<file path="src/rtl/dds_tone_pkg.sv">
package dds_tone_pkg;
  // strobes from control to datapath
  typedef struct packed {
    logic stage;  // copy buffer into staging (registration edge)
    logic clear;  // zero accumulator at registration edge
    logic hold;   // dead cycle: freeze accumulator, phases read zero
    logic load;   // move staging into active registers
  } dds_ctl_t;
endpackage

</file>
<file path="src/rtl/dds_tone_ctl.sv">
module dds_tone_ctl
  import dds_tone_pkg::*;
(
  input  logic     clk,
  input  logic     rstN,
  input  logic     cfgWr,
  input  logic     cfgAutoClear,
  input  logic     ioUpdate,
  output dds_ctl_t ctl
);
  logic ioSamp, ioPrev, autoClr, holdQ, loadQ;
  logic risePulse;

  assign risePulse = ioSamp & ~ioPrev;

  always_ff @(posedge clk) begin
    if (!rstN) begin
      ioSamp  <= 1'b0;
      ioPrev  <= 1'b0;
      autoClr <= 1'b0;
      holdQ   <= 1'b0;
      loadQ   <= 1'b0;
    end else begin
      ioSamp <= ioUpdate;
      ioPrev <= ioSamp;
      if (cfgWr) autoClr <= cfgAutoClear;
      holdQ <= risePulse & autoClr;
      loadQ <= risePulse;
    end
  end

  always_comb begin
    ctl.stage = risePulse;
    ctl.clear = risePulse & autoClr;
    ctl.hold  = holdQ;
    ctl.load  = loadQ;
  end

  // one transfer per strobe
  assert_single_rise_R7: assert property (@(posedge clk) disable iff (!rstN)
    risePulse |=> !risePulse);
  // dead cycle only occurs together with a pending load
  assert_hold_with_load_R8: assert property (@(posedge clk) disable iff (!rstN)
    holdQ |-> loadQ);
endmodule

</file>
<file path="src/rtl/dds_tone_dp.sv">
module dds_tone_dp
  import dds_tone_pkg::*;
#(
  parameter int FTW_W = 32,
  parameter int POW_W = 16,
  parameter int ASF_W = 16,
  parameter int LANES = 4
) (
  input  logic                     clk,
  input  logic                     rstN,
  input  dds_ctl_t                 ctl,
  input  logic                     wrEn,
  input  logic [ASF_W+POW_W+FTW_W-1:0] wrData,
  output logic [LANES*POW_W-1:0]   phaseOut,
  output logic [ASF_W-1:0]         ampOut
);
  localparam int PW      = ASF_W + POW_W + FTW_W;
  localparam int POW_LSB = FTW_W;
  localparam int ASF_LSB = FTW_W + POW_W;

  logic [PW-1:0]    bufQ, stageQ;
  logic [ASF_W-1:0] asfAct;
  logic [POW_W-1:0] powAct;
  logic [FTW_W-1:0] ftwAct, acc, stepAll;

  assign stepAll = FTW_W'(LANES) * ftwAct;

  always_ff @(posedge clk) begin
    if (!rstN) begin
      bufQ   <= '0;
      stageQ <= '0;
      asfAct <= '0;
      powAct <= '0;
      ftwAct <= '0;
      acc    <= '0;
    end else begin
      if (wrEn)      bufQ   <= wrData;
      if (ctl.stage) stageQ <= bufQ;
      if (ctl.load) begin
        asfAct <= stageQ[ASF_LSB +: ASF_W];
        powAct <= stageQ[POW_LSB +: POW_W];
        ftwAct <= stageQ[0 +: FTW_W];
      end
      if (ctl.clear)     acc <= '0;
      else if (!ctl.hold) acc <= acc + stepAll;
    end
  end

  for (genvar j = 0; j < LANES; j++) begin : g_lane
    logic [FTW_W-1:0] laneAcc;
    logic [POW_W-1:0] lanePh;
    assign laneAcc = acc + FTW_W'(j) * ftwAct;
    assign lanePh  = laneAcc[FTW_W-1 -: POW_W] + powAct;
    assign phaseOut[j*POW_W +: POW_W] = ctl.hold ? '0 : lanePh;
  end

  assign ampOut = asfAct;

  // dead cycle keeps the accumulator at zero
  assert_hold_zero_acc_R8: assert property (@(posedge clk) disable iff (!rstN)
    ctl.hold |-> (acc == '0));
  // active registers only change on a load strobe
  assert_active_stable_R5: assert property (@(posedge clk) disable iff (!rstN)
    !ctl.load |=> $stable(ftwAct) && $stable(powAct) && $stable(asfAct));
  // zero tuning word: accumulator does not move
  assert_zero_ftw_still_R2: assert property (@(posedge clk) disable iff (!rstN)
    (!ctl.clear && !ctl.load && ftwAct == '0) |=> $stable(acc));
  // during dead cycle every lane is zero
  assert_hold_phase_zero_R8: assert property (@(posedge clk) disable iff (!rstN)
    ctl.hold |-> (phaseOut == '0));
endmodule

</file>
<file path="src/rtl/dds_tone_core.sv">
module dds_tone_core
  import dds_tone_pkg::*;
(
  input  logic        clk,
  input  logic        rstN,
  input  logic        wrEn,
  input  logic [63:0] wrData,
  input  logic        cfgWr,
  input  logic        cfgAutoClear,
  input  logic        ioUpdate,
  output logic [63:0] phaseOut,
  output logic [15:0] ampOut
);
  dds_ctl_t ctl;

  dds_tone_ctl u_ctl (
    .clk(clk), .rstN(rstN), .cfgWr(cfgWr), .cfgAutoClear(cfgAutoClear),
    .ioUpdate(ioUpdate), .ctl(ctl)
  );

  dds_tone_dp #(.FTW_W(32), .POW_W(16), .ASF_W(16), .LANES(4)) u_dp (
    .clk(clk), .rstN(rstN), .ctl(ctl), .wrEn(wrEn), .wrData(wrData),
    .phaseOut(phaseOut), .ampOut(ampOut)
  );
endmodule

</file>
<file path="config.mk">
export PLATFORM = sky130hd
export DESIGN_NAME = dds_tone_core
export DESIGN_NICKNAME = d
export VERILOG_FILES = /design/src/rtl/dds_tone_pkg.sv /design/src/rtl/dds_tone_ctl.sv /design/src/rtl/dds_tone_dp.sv /design/src/rtl/dds_tone_core.sv
export SDC_FILE = /design/constraint.sdc
export NUM_CORES = 1
export LEC_CHECK = 0
export ABC_AREA = 0
export BUFFER_PORTS_ARGS = -buffer_cell sky130_fd_sc_hd__buf_2
export CAP_MARGIN = 20
export CORE_AREA = 2 2 167 169
export CTS_BUF_LIST = sky130_fd_sc_hd__clkbuf_8
export DETAILED_ROUTE_END_ITERATION = 10
export DIE_AREA = 0 0 169 171
export HOLD_SLACK_MARGIN = 0.02
export PLACE_DENSITY = 0.89
export RECOVER_POWER = 100
export SLEW_MARGIN = 10
export SYNTH_ARGS = -nofsm -noshare
export SYNTH_HDL_FRONTEND = slang
export SYNTH_HIERARCHICAL = 1
export SYNTH_SLANG_ARGS = --single-unit
</file>
<file path="constraint.sdc">
create_clock -name clk -period 12.95 [get_ports clk]
set_input_delay 1.295 -clock clk [delete_from_list [all_inputs] [get_ports clk]]
set_output_delay 1.295 -clock clk [all_outputs]
set_load 0.05 [all_outputs]
</file>
Yosys cells after proc, flatten, opt, wreduce, memory -nomap -nowiden. Index checks and enable logic that the tools add are counted.

Register bits after elaboration: 229. Latch bits: 0. RAM bits: 0. ROM bits: 0. Output and inout bits: 80. Logic and storage cells: 29. Memories: 0.

$add $sub $neg: 8. Multipliers: 1. Divide/modulo/power cells: 0. $lt $le $gt $ge: 0. Equal/unequal tests: 0. Shift operators: 0. Muxes and demuxes: 4. Bitwise gates (word level): 4. Reductions and logical operators: 1.

Operator list (count): adder 32 bit (4); adder 16 bit (4); 2-to-1 mux 16 bit (4); multiplier 2 x 32 -> 32 bit (first input constant) (1); AND 1 bit (2); inverter 1 bit (2); OR reduction 2 bit (1).

Logic depth before layout (Yosys ltp).
Depth after elaboration: 4. Mapped depth: 21.

Hierarchy. Netlist, hierarchy kept.

Modules (own cells, without submodules): dds_tone_dp (instances 1, cells an instance 1746, area an instance 15854.0 µm²); dds_tone_ctl (instances 1, cells an instance 16, area an instance 187.7 µm²).

Worst setup path after synthesis. Ideal clock, no wire load.

Path kind: register to output. Start: register u_dp.ftwAct[3]. End: output port phaseOut[63]. Arrival time: 5.539 ns. Path slack: 6.116 ns. Cell stages (with the launch flop): 21. Path buffers: 0. Cell sequence: dfxtp_1 > inv_1 > fa_1 > inv_1 > ha_1 > o21ai_0 > a21oi_1 > o211ai_1 > a311oi_2 > a41oi_1 > o21ai_1 > and2_1 > o21ai_1 > a221oi_1 > ha_1 > a21o_1 > a21o_1 > and3_1 > a2111oi_1 > nand4_1 > o31ai_1.

Word-level cells in the longest chain between the ends: 4.

RTL lines: start: declaration (line dds_tone_dp.sv:24) `logic [FTW_W-1:0] ftwAct, acc, stepAll;`; start signal: assignment (line dds_tone_dp.sv:42) `ftwAct <= stageQ[0 +: FTW_W];`; multiplier 2 x 32 -> 32 bit (line dds_tone_dp.sv:52) `assign laneAcc = acc + FTW_W'(j) * ftwAct;`; adder 32 bit (line dds_tone_dp.sv:52); adder 16 bit (line dds_tone_dp.sv:53) `assign lanePh = laneAcc[FTW_W-1 -: POW_W] + powAct;`; 2-to-1 mux 16 bit (line dds_tone_dp.sv:54) `assign phaseOut[j*POW_W +: POW_W] = ctl.hold ? '0 : lanePh;`; end: declaration (line dds_tone_core.sv:11) `output logic [63:0] phaseOut,`.

Every way passes these cells.

Final worst setup path.
Start: register u_dp.ftwAct[4]. End: output port phaseOut[63].

The elaborated chain is that of the path after synthesis.

==> metrics list <==
- Outcome: finished, violations left
- The checks that failed: capacitance limit, slew limit.
- Number of violations of the max-capacitance limit: 4
* Launch instance of the worst register-to-register path: u_ctl/holdQ
* Drt via density: 5.852
* Clock Latency Late Sink: 0.54 ns
* CP arrival: 6.41 ns
* DP Area: 17020 um2
* Setup TNS: 0 ns
- Global-route wire length before repair: 61940 um
* Worst hold-check path type: reg -> reg
- Kind of start point of the critical path: flop
- Residual DRC count: 0
- After layout, the worst path uses 59.46% of the clock period.
* IO buf count: 149
* Average wire length per cell after detail routing: 16.85 um
- Sequential share of the synthesized area: 28.33%
- The first detailed-routing pass took 5 iterations.
- Endpoint of the worst-slack reg-to-reg timing path: u_dp/acc[31]
- Max Fanout on Critical Path: 5
* Worst slack, placed: 6.104 ns
* Number of nets in the final layout: 2170
- Die H: 171 um
- Max transition margin: -147.4%
* Cell at the root of the clock tree: clkbuf_8
* Worst Path Class, Setup: reg -> out
* Number of distinct library cells after synthesis: 75
- Antenna-violating nets left: 0
- Counting every instance in the synthesized netlist gives 1762.
* Clock tree from TritonCTS: done
- Postcts setup bufs: 0
* Leftover overflow at the end of global routing: 0
- The final count of pins violating max slew is 312.
- Detailed placement ended at an HPWL of 28870 um.
- After clock tree synthesis, the clock-pin slew on the worst setup and hold paths is 0.06 ns.
- After synthesis the cells add up to 16040 um2.
- Vias in the first global route: 12910
- Count of standard-cell rows: 61
- Setup repair after global routing missed its margin: false
- At the end of the flow the core is filled with cells to 64.24%.
- The worst setup path is captured at an output port.
- Summed over all cells, the static leakage comes to 8.212 nW.
* Overall global routing resource usage: 26.01%
- The floorplan step defined a die boundary enclosing 28900 um2.
- In this run, post-CTS hold repair placed 0 buffers.
* Initial antenna violation count: 4
- Routed Wire Length: 38090 um
- The final hold violation count is 0.
- After layout, the worst setup slack is 5.250 ns.
* Growth of design area from synthesis to finish: 9.422%
- During synthesis, Yosys emitted a total of 6 warnings.
* Pin count of the biggest net entering global routing: 119
- Hold path start: u_dp/stageQ[18]
- In this run, the number of DRC markers left after iteration 0 of detailed routing was 908.
- Share of synthesized registers carrying an async set or reset: 0%
- The smallest clock period supported by the final layout is computed as 7.700 ns.
* Clock Skews: 0.03816 ns
- At the end of routability-driven placement, the weighted congestion stood at 0.9340.
* Total non-filler cell area in the finished layout: 17550 um2
* Maximum ir drop on the vdd rail: 99.27 uV
- STA puts the critical path data required time at 11.65 ns.
- Number of resized instances in the post-cts repair step: 0
* Areal power density over the cells: 80.49 nW/um2
- Post-synthesis register bit count: 227
* Share of post-route cells with drive strength above 1: 7.423%
- Reg2reg path depth: 4
* Count of flip-flops with a built-in enable after synthesis: 0
- Synthesized area per cell: 9.104 um2
* Total number of vias: 13230
- Max Buffers Root-to-Sink: 3
* Floorplan core area: 27320 um2
- For this design the top-level I/O count stands at 150.
- Number of buffers inserted during clock tree synthesis: 35
* Starting Density: 58.71%
* Achievable clock frequency: 129.9 MHz
- Register-to-register setup slack: 8.81 ns
- Measured along the x axis, the die boundary spans 169 um.
- Main flop type after synthesis: dfxtp_1
- Cells on Worst Hold Path: 2
- Setup violation total in the final timing report: 0
- Hold WS: 0.4924 ns
* Total nets after synthesis: 2042
- Clock tree synthesis found a total of 227 sinks.
* Transition time at the pin with the least slew margin: 3.712 ns
* Endpoint of the worst hold-timing path: u_dp/ftwAct[18]
- CTS built an H-tree with a depth of 2.
[sequential cells by signal (all words and copies together) (netlist names)]
name           count
u_dp/ftwAct       32
u_dp/ampOut       16
u_dp/bufQ         64
u_ctl/holdQ        1
u_ctl/ioSamp       1
u_ctl/loadQ        1
u_dp/acc          30
u_dp/stageQ       64
u_dp/powAct       16
u_ctl/ioPrev       1
u_ctl/autoClr      1
[layout make-up]
| class | count | area, um2 |
|---|---|---|
| diodes | 1 | 2.502 |
| clock buffers | 42 | 578.1 |
| clock inverters | 18 | 78.83 |
| fillers | 2275 | 9771 |
| inverters | 55 | 206.4 |
| multi-input cells | 1415 | 11010 |
| flip-flops and latches | 227 | 4548 |
| well taps | 346 | 432.9 |
| repair buffers | 156 | 691.9 |
[cells in the mapped netlist, drive strengths merged, types with 34 or more instances]
cell    count  area share [%]
nor2      131             3.1
dfxtp     227              28
a21oi     102             3.2
fa         34             4.2
clkbuf     57             1.3
nand3      37             1.2
a21o       45             2.1
inv        54             1.3
nand2      61             1.4
mux2i     196              12
xnor2      54             2.9
o21ai      59             1.8
ha        176              14
nor2b     218             8.5
xor2       45             2.5
[cells in the final DEF (no fill, tap or decap), drive strengths merged, types with 54 or more instances in the layout]
cell type and count:
inv 69, mux2i 196, clkbuf 121, nand2 61, xnor2 54, ha 176
nor2 131, nor2b 218, dfxtp 227, buf 77, o21ai 59, a21oi 102
[metrics by stage]
step	instances	total power [mW]
finish	2260	1.413
global route	2259	1.470
CTS	2258	1.427
detailed placement	2198	0.8667
global placement	2198	0.8612
floorplan	1762	0.8333
[worst max-delay path: stages, from the launching register on]
cell and delay [ns]:
dfxtp_1 0.42, inv_1 0.13, fa_1 0.55, inv_1 0.04, ha_1 0.26, o21ai_0 0.07
a21oi_1 0.18, o211ai_1 0.21, a311oi_2 0.44, a41oi_1 0.26, o21ai_0 0.49, and2_1 0.25
o21ai_1 0.07, a221oi_1 0.30, ha_1 0.33, a21o_1 0.18, a21o_1 0.21, and3_1 0.18
a2111oi_0 0.54, nand4_1 0.18, o31ai_1 0.27, buf_2 0.30
[how the worst max path moves through the flow]
stage	startpoint	end	slack, ns	cells after the start
global placement	u_dp/ftwAct[3]	phaseOut[63]	6.22	22
CTS	u_dp/ftwAct[3]	phaseOut[63]	5.52	22
detailed placement	u_dp/ftwAct[3]	phaseOut[63]	6.10	22
global route	u_dp/ftwAct[4]	phaseOut[63]	4.70	21
finish	u_dp/ftwAct[4]	phaseOut[63]	5.25	21
floorplan	u_dp/ftwAct[3]	phaseOut[63]	6.12	20
[metal layers]
metal	wire length, um	vias to the layer above	part of all wire, %	global-route usage (%)
met5	21	-	0.055	0
met4	775	4	2.0	9.142
met3	2928	68	7.7	4.534
met2	16980	441	45	42.14
met1	17380	6203	46	35.12
li1	-	6510	-	-
[where the power goes]
part / total [mW] / switching (mW) / internal, mW / leakage, nW
Sequential: 0.733 / 0.0153 / 0.717 / 1.85
Clock: 0.560 / 0.267 / 0.293 / 0.382
Combinational: 0.121 / 0.0658 / 0.0547 / 5.98
[kinds of logic (layout without fill, tap and decap cells)]
kind of cell    after synthesis  in the layout  synth area share (%)
other cells                   0              1                     0
simple gates                558            558                 18.51
buf+inv                     120            271                 2.886
flops                       227            227                 28.33
xor+xnor                     99             99                 5.405
mux                         201            201                 12.58
fa+ha+maj                   210            210                 17.97
compound gates              347            347                 14.32
(Power assumes the default switching activity.)
